--- src/rtl/usb_nrzi_pkg.sv ---
package usb_nrzi_pkg;

  typedef enum logic [1:0] {
    LINE_J   = 2'd0,
    LINE_K   = 2'd1,
    LINE_SE0 = 2'd2,
    LINE_SE1 = 2'd3
  } lineSym_t;

  // Strobes from control to datapath, one cycle's decision
  typedef struct packed {
    logic takeSym;   // symbol accepted: update reference
    logic emitData;  // register a data bit
    logic emitStuff; // register a stuff-bit pulse
    logic emitErr;   // register a stuffing-error pulse
  } ctrlStrb_t;

endpackage

--- src/rtl/usb_nrzi_ctrl.sv ---
module usb_nrzi_ctrl
  import usb_nrzi_pkg::*;
#(
  parameter int STUFF_RUN = 6
) (
  input  logic       clk,
  input  logic       rstN,
  input  logic       symValid,
  input  logic [1:0] symState,
  input  logic       sopStrobe,
  input  logic       eopStrobe,
  input  logic       rawBit,
  output ctrlStrb_t  ctl
);

  localparam int CW = $clog2(STUFF_RUN + 1);
  localparam logic [CW-1:0] RUN_LIMIT = CW'(STUFF_RUN);

  logic          active, actNext;
  logic [CW-1:0] runCnt, cntNext, cntBase;
  logic          isJK, armed, take, atLimit;

  always_comb begin
    isJK    = (symState == LINE_J) || (symState == LINE_K);
    armed   = active || sopStrobe;
    take    = symValid && isJK && armed && !eopStrobe;
    cntBase = sopStrobe ? '0 : runCnt;
    atLimit = (cntBase == RUN_LIMIT);

    ctl           = '0;
    ctl.takeSym   = take;
    cntNext       = runCnt;
    actNext       = active;

    if (eopStrobe) begin
      cntNext = '0;
      actNext = 1'b0;
    end else begin
      if (sopStrobe) begin
        cntNext = '0;
        actNext = 1'b1;
      end
      if (take) begin
        if (rawBit) begin
          if (atLimit) begin
            ctl.emitErr = 1'b1;
            actNext     = 1'b0;
            cntNext     = '0;
          end else begin
            ctl.emitData = 1'b1;
            cntNext      = cntBase + 1'b1;
          end
        end else begin
          if (atLimit) ctl.emitStuff = 1'b1;
          else         ctl.emitData  = 1'b1;
          cntNext = '0;
        end
      end
    end
  end

  always_ff @(posedge clk) begin
    if (!rstN) begin
      active <= 1'b0;
      runCnt <= '0;
    end else begin
      active <= actNext;
      runCnt <= cntNext;
    end
  end

  // Count never passes the stuffing limit
  assert_run_bound_R5: assert property (@(posedge clk) disable iff (!rstN)
    runCnt <= RUN_LIMIT);

  // End of packet leaves the block idle with a cleared count
  assert_eop_clears_R9: assert property (@(posedge clk) disable iff (!rstN)
    eopStrobe |=> (runCnt == '0) && !active);

  // An error aborts the packet
  assert_err_aborts_R7: assert property (@(posedge clk) disable iff (!rstN)
    (ctl.emitErr && !sopStrobe) |=> !active);

  // Nothing is decoded outside a packet
  assert_idle_silent_R2: assert property (@(posedge clk) disable iff (!rstN)
    (!active && !sopStrobe) |-> !(ctl.emitData || ctl.emitStuff || ctl.emitErr));

endmodule

--- src/rtl/usb_nrzi_dpath.sv ---
module usb_nrzi_dpath
  import usb_nrzi_pkg::*;
(
  input  logic       clk,
  input  logic       rstN,
  input  logic [1:0] symState,
  input  logic       sopStrobe,
  input  ctrlStrb_t  ctl,
  output logic       rawBit,
  output logic       bitValid,
  output logic       bitData,
  output logic       stuffStrobe,
  output logic       errStrobe
);

  logic refK;     // reference symbol: 1 = K, 0 = J
  logic symK;
  logic refUse;

  always_comb begin
    symK   = (symState == LINE_K);
    refUse = sopStrobe ? 1'b0 : refK;   // SOP seeds the idle J
    rawBit = (symK == refUse);
  end

  always_ff @(posedge clk) begin
    if (!rstN) begin
      refK        <= 1'b0;
      bitValid    <= 1'b0;
      bitData     <= 1'b0;
      stuffStrobe <= 1'b0;
      errStrobe   <= 1'b0;
    end else begin
      if (ctl.takeSym)    refK <= symK;
      else if (sopStrobe) refK <= 1'b0;
      bitValid    <= ctl.emitData;
      bitData     <= ctl.emitData && rawBit;
      stuffStrobe <= ctl.emitStuff;
      errStrobe   <= ctl.emitErr;
    end
  end

  // Outputs are mutually exclusive
  assert_single_out_R10: assert property (@(posedge clk) disable iff (!rstN)
    $onehot0({bitValid, stuffStrobe, errStrobe}));

  // Data bit is quiet without its strobe
  assert_data_quiet_R10: assert property (@(posedge clk) disable iff (!rstN)
    !bitValid |-> !bitData);

  // Reference holds when no symbol is taken and no SOP arrives
  assert_ref_hold_R8: assert property (@(posedge clk) disable iff (!rstN)
    (!ctl.takeSym && !sopStrobe) |=> $stable(refK));

endmodule

--- src/rtl/usb_nrzi_destuff.sv ---
module usb_nrzi_destuff
  import usb_nrzi_pkg::*;
#(
  parameter int STUFF_RUN = 6
) (
  input  logic       clk,
  input  logic       rstN,
  input  logic       symValid,
  input  logic [1:0] symState,
  input  logic       sopStrobe,
  input  logic       eopStrobe,
  output logic       bitValid,
  output logic       bitData,
  output logic       stuffStrobe,
  output logic       errStrobe
);

  ctrlStrb_t ctl;
  logic      rawBit;

  usb_nrzi_ctrl #(.STUFF_RUN(STUFF_RUN)) u_ctrl (
    .clk       (clk),
    .rstN      (rstN),
    .symValid  (symValid),
    .symState  (symState),
    .sopStrobe (sopStrobe),
    .eopStrobe (eopStrobe),
    .rawBit    (rawBit),
    .ctl       (ctl)
  );

  usb_nrzi_dpath u_dpath (
    .clk         (clk),
    .rstN        (rstN),
    .symState    (symState),
    .sopStrobe   (sopStrobe),
    .ctl         (ctl),
    .rawBit      (rawBit),
    .bitValid    (bitValid),
    .bitData     (bitData),
    .stuffStrobe (stuffStrobe),
    .errStrobe   (errStrobe)
  );

  // Any output pulse follows an input symbol by one cycle
  assert_latency_R4: assert property (@(posedge clk) disable iff (!rstN)
    (bitValid || stuffStrobe || errStrobe) |-> $past(symValid));

endmodule

--- config.mk ---
export PLATFORM = sky130hd
export DESIGN_NAME = usb_nrzi_destuff
export DESIGN_NICKNAME = d
export VERILOG_FILES = /design/src/rtl/usb_nrzi_pkg.sv /design/src/rtl/usb_nrzi_ctrl.sv /design/src/rtl/usb_nrzi_dpath.sv /design/src/rtl/usb_nrzi_destuff.sv
export SDC_FILE = /design/constraint.sdc
export NUM_CORES = 1
export LEC_CHECK = 0
export BUFFER_PORTS_ARGS = -buffer_cell sky130_fd_sc_hd__buf_2
export CAP_MARGIN = 10
export CORE_AREA = 2 2 39 41
export CTS_CLUSTER_DIAMETER = 60
export DETAILED_ROUTE_END_ITERATION = 16
export DIE_AREA = 0 0 41 43
export PLACE_DENSITY_LB_ADDON = 0.12
export SLEW_MARGIN = 20
export SYNTH_ARGS = -nofsm -noshare
export SYNTH_HDL_FRONTEND = slang
export SYNTH_SLANG_ARGS = --single-unit
--- constraint.sdc ---
create_clock -name clk -period 1.3 [get_ports clk]
set_input_delay 0.065 -clock clk [delete_from_list [all_inputs] [get_ports clk]]
set_output_delay 0.065 -clock clk [all_outputs]
set_load 0.005 [all_outputs]
### Word level (Yosys, flattened, before mapping)

Cells that the tools add are included.

| storage, ports and cells | value |
|---|---|
| latch bits | 0 |
| memories | 0 |
| bits in writable memories | 0 |
| output and inout port bits | 4 |
| bits in registers | 9 |
| memory bits (read-only) | 0 |

| cells by class | value |
|---|---|
| shift-type cells | 0 |
| multiplexer cells | 16 |
| equal/unequal tests | 3 |
| div/mod/pow operators | 0 |
| reductions and logical operators | 11 |
| bitwise operators | 3 |
| multipliers | 0 |
| add/subtract/negate cells | 1 |
| magnitude comparators | 0 |

Operator list:

| kind | count |
|---|---|
| $mux W3 | 6 |
| $mux W1 | 10 |
| $reduce_or A4 Y1 | 2 |
| $logic_and A1 B1 Y1 | 4 |
| $add A3 B1 Y3 const B | 1 |
| $eq A3 B3 Y1 const B | 1 |
| $not A1 Y1 | 3 |
| $eq A2 B1 Y1 const B | 1 |
| $logic_not A2 Y1 | 1 |
| $logic_or A1 B1 Y1 | 2 |
| $reduce_or A2 Y1 | 1 |
| $eq A1 B1 Y1 | 1 |
| $logic_not A1 Y1 | 1 |

### Longest topological paths before layout

Gate-level depths: netlist of run 1.

| depth | value |
|---|---|
| word-level depth | 8 |
| gate-level depth with buffers | 4 |

### Modules after synthesis

From an unflattened synthesis of run 1, not the netlist that was laid out.

| second synthesis, totals | value |
|---|---|
| cell total of the unflattened synthesis | 42 |
| area, all modules | 465.4 um^2 |

By module, submodules not included:

| module | seq. area each (um^2) | times used | area each (um^2) | cells each |
|---|---|---|---|---|
| usb_nrzi_ctrl | 80.1 | 1 | 280.3 | 28 |
| usb_nrzi_dpath | 100.1 | 1 | 185.2 | 14 |

### Worst setup path before layout of run 1

OpenSTA, ideal clock, no wires.

| timing path | value |
|---|---|
| path kind | register to register |
| start | reg u_ctrl.runCnt[1] |
| end | reg u_ctrl.active |
| path buffers | 0 |
| arrival | 0.985 ns |
| slack | 0.200 ns |
| clock period less this slack | 1.100 ns |
| library setup time | 0.115 ns |
| stages on the path, launching flop included | 4 |
| path through | dfxtp_1 -> nand2_1 -> or3_1 -> o21a_1 |

| on the way | value |
|---|---|
| longest elaborated chain between the ends | 5 |

Ends and longest elaborated chain:

| what | RTL line | RTL |
|---|---|---|
| start: declaration | usb_nrzi_ctrl.sv:20 | `logic [CW-1:0] runCnt, cntNext, cntBase;` |
| start signal: assignment | usb_nrzi_ctrl.sv:68 | `runCnt <= cntNext;` |
| $mux W3 | usb_nrzi_ctrl.sv:27 | `cntBase = sopStrobe ? '0 : runCnt;` |
| $eq A3 B3 Y1 | usb_nrzi_ctrl.sv:28 | `atLimit = (cntBase == RUN_LIMIT);` |
| $mux W1 | usb_nrzi_ctrl.sv:45 | `if (atLimit) begin` |
| $mux W1 | usb_nrzi_ctrl.sv:44 | `if (rawBit) begin` |
| $mux W1 | usb_nrzi_ctrl.sv:43 | `if (take) begin` |
| end signal: assignment | usb_nrzi_ctrl.sv:67 | `active <= actNext;` |
| end: declaration | usb_nrzi_ctrl.sv:19 | `logic active, actNext;` |

No other way between the ends.
A chain may end at the register's enable or synchronous reset.

### Worst setup path after layout of run 1

| timing path | value |
|---|---|
| start | reg u_ctrl.runCnt[2] |
| end | reg u_dpath.stuffStrobe |

| on the way | value |
|---|---|
| longest elaborated chain between the ends | 3 |

Ends and longest elaborated chain:

| what | RTL line | RTL |
|---|---|---|
| $mux W3 | usb_nrzi_ctrl.sv:27 |  |
| $eq A3 B3 Y1 | usb_nrzi_ctrl.sv:28 |  |
| $mux W1 | usb_nrzi_ctrl.sv:54 | `if (atLimit) ctl.emitStuff = 1'b1;` |
| end signal: assignment | usb_nrzi_dpath.sv:38 | `stuffStrobe <= ctl.emitStuff;` |
| end: declaration | usb_nrzi_dpath.sv:12 | `output logic stuffStrobe,` |

No other way between the ends.

==> results.cfg, run 1 <==
[global_routing]
grt_max_degree = 9
grt_pass1_wl_mm = 1.44
first_global_vias = 346
gr-total-overflow = 0
grtUsageTotal_pct = 12.7
antenna_found_initial = 0

[clocking]
cts_setup_buffers = 0
htreeDepth = 1
root_buffer = clkbuf_4
clk_pin_slew_ps = 60
cts-buffers-inserted = 3
postCtsHoldBufs = 0
cts_resized = 0
cts_buffer_depth = 2
tritoncts = done
clkLatencyLatePin_ps = 260
cts.sinks = 9

[placement]
dpl-instance-area_um2 = 512
numPortBuffers = 10
gp_congestion = 0.687
dp.final_hpwl_um = 679
post-place-ws_ps = 152

[sta]
finalSetupViolCount = 0
final_hold_viol_count = 0
period_share_pct = 89.0
clock.fmax_mhz = 865
setup_slack_ps = 143
setup-tns-final_ps = 0
tightest_slew_ps = 263
slew_headroom_pct = 82.4
rsz0062_at_grt = false
fin_worst_skew_ps = 5.24
slew_viol_final = 0
finalCriticalPeriod_ps = 1160

[setup_path]
crit_family = simple AND/OR/NAND/NOR gates
crit_type = flop to flop
crit_start = u_ctrl.runCnt[2]
crit_path_max_fanout = 5
rrSetupSlack_ps = 140
cp_slowest_stage_delay_ps = 390
start_kind = flop
critPathRequiredTime_ps = 1470
reg2reg_depth = 3
crit_slowest_cell = or3_1
end_kind = flop
reg2reg_from = u_ctrl.runCnt[2]
worst_ep_arrival_time_ps = 1330
worst_r2r_endpoint = u_dpath.stuffStrobe
path_cells = nand2_1 > or3_1 > nor4b_2
critPathBufInv = 0

[layout]
final_core_util_pct = 38.9
final_layout_size_suffix_gt1_share_pct = 34.4
finalNetCount = 69
synthToLayoutAreaGrowth_pct = 23.9
multi_input_area_um2 = 254
num_antenna_cells = 0
regArea_um2 = 180
fillCellCount = 144
design_area_um2 = 538

[die]
rows = 14
core_mm2 = 0.00138
fp.dieW_um = 41
die_area_mm2 = 0.00176
die_h_um = 43
initial_core_util_pct = 31.4
io_pins = 11

[synth]
synth-edff-count = 0
synth_common_cells = dfxtp_1 (9), nor2_1 (6), nand2_1 (5)
synthesis.area_um2 = 434
synthesis.nets = 53
synthTopCellsByArea = dfxtp_1 (41%), xnor2_4 (6.3%), nor2_1 (5.2%), nand2_1 (4.3%), a21oi_1 (3.5%)
yosys.area.top_type = dfxtp_1
syn_inst = 46
muxShareOfSynthArea_pct = 0
synth-seq-cells = 9
yosys_warnings = 0
post-synth-top-count-cell = dfxtp_1
synth_xor_xnor_area_share_pct = 6.34
synth.top_cell.area_share_pct = 41.5
synth_top_family_by_area = simple AND/OR/NAND/NOR gates
synthDistinctLibCells = 24
synth_compound_area_share_pct = 12.7
syn_area_per_cell_um2 = 9.44
synthAdderAreaFrac_pct = 0
synth-main-ff-cell = dfxtp_1
ys_seq_area_share_pct = 41.5
synthSimpleGateAreaFrac_pct = 39.5
synth-async-reset-ratio_pct = 0

[power_and_ir_drop]
leakage_nw = 0.204
switching_power_mw = 0.128
max-vdd-ir-drop_uv = 488
powerDensity_mw_per_mm2 = 1020
p_int_mw = 0.420
combPwrFrac_pct = 9.4
power_mw = 0.548
pwr-share-clk_pct = 39.3
power_frac_seq_pct = 51.2
p_sw_share_pct = 23.3

[worst_hold_path]
hp-class = input port to flop
worstHoldEndpoint = u_dpath.refK
hp-start = symState[0]
holdPathStages = 3

[detailed_routing]
top_layer_used = met3
routed_via_density = 4.92
wirelength_um = 878
drtIter0Drc = 2
ant_nets = 0
wirelength_met1_um = 389
wl_met3_um = 82
dr.pass1.iters = 4
dr_wl_met2_um = 406
wl_per_cell_um = 11.4
vias = 379
drc_errors = 0

[run_status]
outcome = finished clean

[job]
maxCapViolations = 0
-- layer usage --
layer / GRT usage (%) / up-vias
li1: - / 193
met1: 14.0 / 174
met2: 19.4 / 12
met5: 0 / -
met4: 2.00 / 0
met3: 9.42 / 0
-- sequential cells by signal, summed over array words and instances (netlist names) --
register and cells:
u_dpath.bitValid 1, u_dpath.errStrobe 1, u_dpath.stuffStrobe 1, u_ctrl.active 1
u_dpath.refK 1, u_ctrl.runCnt 3, u_dpath.bitData 1
-- worst max path at each step --
stage,endpoint,cells after the start
final,u_dpath.stuffStrobe,3
after global routing,u_dpath.stuffStrobe,3
after CTS,u_dpath.stuffStrobe,3
after detailed placement,u_dpath.stuffStrobe,3
after global placement,u_dpath.stuffStrobe,3
after floorplan,u_ctrl.active,3
-- kinds of logic after synthesis --
family,after synthesis
AO/OA/AOI/OAI,9
flip-flops,9
AND/OR/NAND/NOR,27
XOR/XNOR,1
-- placed cells by master (no fill, tap or decap), types with 2 or more instances in the layout --
cell type / count
buf_2: 10
dfxtp_1: 9
nor2_1: 6
nand2_1: 5
a21oi_1: 3
clkbuf_4: 3
nand3b_1: 2
nand4_1: 2
o211ai_1: 2
-- area by class of cell --
class,count,area share (%)
Multi-Input combinational cell,37,47.2
Clock buffer,4,4.88
Tap cell,16,3.72
Sequential cell,9,33.5
Timing Repair Buffer,11,10.7
-- tightest hold or removal path: stages --
cell and delay (ps):
buf_2 100, nand2_1 50, a21boi_1 50
-- power by group through the flow --
stage	registers (mW)	clock network [mW]	logic [mW]
global route	0.281	0.245	0.0574
global placement	0.287	0	0.0525
floorplan	0.287	0	0.0306
CTS	0.281	0.224	0.0522
finish	0.281	0.215	0.0517
detailed placement	0.287	0	0.0518
-- stage by stage --
| step | hold WS (ps) | instances |
|---|---|---|
| 3_3_place_gp | 322 | 73 |
| 6_report | 47.9 | 77 |
| 4_1_cts | 45.1 | 77 |
| 2_1_floorplan | 200 | 46 |
| 3_5_place_dp | 320 | 73 |
| 5_1_grt | 57.4 | 77 |
Power figures use the tool's default switching activity.
==> run 2: changes to the inputs <==
CELL_PAD_IN_SITES_DETAIL_PLACEMENT = 1   (was default)
CELL_PAD_IN_SITES_GLOBAL_PLACEMENT = 2   (was default)
CORE_AREA = default   (was 2 2 39 41)
CORE_UTILIZATION = 28   (was default)
DIE_AREA = default   (was 0 0 41 43)
==> run 2 against run 1 <==
Compared with the run above:
- first-iteration DRC count grew to 2.5 times the previous value
- largest power group unchanged
- critical path depth did not move
- register-to-register slack worse by 50 ps
- clock power rose by 6%
- non-clock buffer count unchanged
- die area down 2.9%
- utilization up 0.41 points
- combinational power increased by 2%
- global-route usage grew 4.8 points
- sequential power is essentially flat
- setup slack got worse by 47 ps
==> results.cfg, run 2 (synthesis gave the netlist of run 1 again) <==
[die]
die_h_um = 41.4
rows = 13
die_area_mm2 = 0.00171
core_mm2 = 0.00137
fp.dieW_um = 41.4
io_pins = 11
initial_core_util_pct = 31.8

[layout]
finalNetCount = 69
largest_reg_flops = 3
num_antenna_cells = 0
synthToLayoutAreaGrowth_pct = 23.6
fillCellCount = 174
top_register = u_ctrl.runCnt
regArea_um2 = 180
multi_input_area_um2 = 254
stdcell_count = 76
layout_common_cells = buf_2 (10), dfxtp_1 (9), nor2_1 (6)
final_layout_size_suffix_gt1_share_pct = 34.4
final_core_util_pct = 39.3
final_common_cell = buf_2

[setup_path]
reg2reg_depth = 3
cp_slowest_stage_delay_ps = 400
reg2reg_from = u_ctrl.runCnt[2]
worst_ep_arrival_time_ps = 1370
end_kind = flop
path_cells = nand2_1 > or3_1 > nor4b_2
rrSetupSlack_ps = 100
crit_slowest_cell = dfxtp_1
critPathBufInv = 0
crit_path_max_fanout = 5
worst_r2r_endpoint = u_dpath.stuffStrobe
start_kind = flop
critPathRequiredTime_ps = 1470
crit_family = simple AND/OR/NAND/NOR gates
crit_type = flop to flop

[sta]
whs_ps = 45.3
rsz0062_at_grt = false
setup-tns-final_ps = 0
tightest_slew_ps = 275
slew_viol_final = 0
fin_worst_skew_ps = 10.5
period_share_pct = 92.6
clock.fmax_mhz = 831
finalCriticalPeriod_ps = 1200
finalSetupViolCount = 0
slew_headroom_pct = 81.6
final_hold_viol_count = 0

[detailed_routing]
routed_via_density = 5.16
wirelength_mm = 1.08
drc_errors = 0
dr.pass1.iters = 2
drtIter0Drc = 5
vias = 392
wl_per_cell_um = 14.1
ant_nets = 0

[global_routing]
gr-total-overflow = 0
first_global_vias = 379
antenna_found_initial = 0
grt_pass1_wl_mm = 1.79
grt_max_degree = 9
grtUsageTotal_pct = 17.5

[job]
maxCapViolations = 0

[clocking]
tritoncts = done
cts_resized = 0
cts-buffers-inserted = 3
htreeDepth = 1
cts_setup_buffers = 0
root_buffer = clkbuf_4
postCtsHoldBufs = 0
cts.sinks = 9
clkLatencyLatePin_ps = 270
cts_buffer_depth = 2
clk_pin_slew_ps = 70

[placement]
dp.final_hpwl_um = 850
numPortBuffers = 10
dp_cells = 72
gp_congestion = 0.694

[worst_hold_path]
holdPathStages = 3
hp-class = input port to flop
hp-start = symState[0]
worstHoldEndpoint = u_dpath.refK

[power_and_ir_drop]
leakage_nw = 0.204
powerDensity_mw_per_mm2 = 1040
max-vdd-ir-drop_uv = 385

[run_status]
outcome = finished clean
## run 2: routing by layer
metal | global-route usage (%) | share of wire [%] | wire length (µm) | up-vias
li1 | - | - | - | 193
met1 | 19.7 | 44 | 473 | 186
met2 | 28.5 | 51 | 553 | 13
met3 | 7.98 | 4.5 | 48 | 0
met4 | 7.26 | 0 | 0 | 0
met5 | 0 | 0 | 0 | -
## run 2: worst max-delay path by stage
stage | from | endpoint | slack (ps) | cells past startpoint
after floorplan | u_ctrl.runCnt[1] | u_ctrl.active | 200 | 3
after global placement | u_ctrl.runCnt[2] | u_ctrl.active | 190 | 3
after detailed placement | u_ctrl.runCnt[2] | u_dpath.stuffStrobe | 100 | 3
after CTS | u_ctrl.runCnt[2] | u_dpath.stuffStrobe | 80 | 3
after global routing | u_ctrl.runCnt[2] | u_dpath.stuffStrobe | 20 | 3
final | u_ctrl.runCnt[2] | u_dpath.stuffStrobe | 100 | 3
## run 2: area by class of cell
| class | instances | share of cell area [%] |
|---|---|---|
| clock buffer | 4 | 4.90 |
| multi-input combinational | 37 | 47.3 |
| sequential | 9 | 33.6 |
| tap | 15 | 3.50 |
| timing repair buffer | 11 | 10.7 |
## run 2: stage by stage
step	area (µm²)	total power [mW]	setup slack, ps
after floorplan	434	0.317	200
after global placement	510	0.337	194
after detailed placement	510	0.341	103
after CTS	537	0.570	75.5
after global routing	537	0.583	19.6
final	537	0.561	96.4
## run 2: worst reg2reg max path: stages, from the launching register on
cell     delay (ps)
dfxtp_1         400
nand2_1          80
or3_1           390
nor4b_2         240
## run 2: power by group
group          total [mW]  internal [mW]  switching (mW)
Sequential          0.281          0.279         0.00187
Clock               0.227          0.119           0.109
Combinational      0.0529         0.0227          0.0302
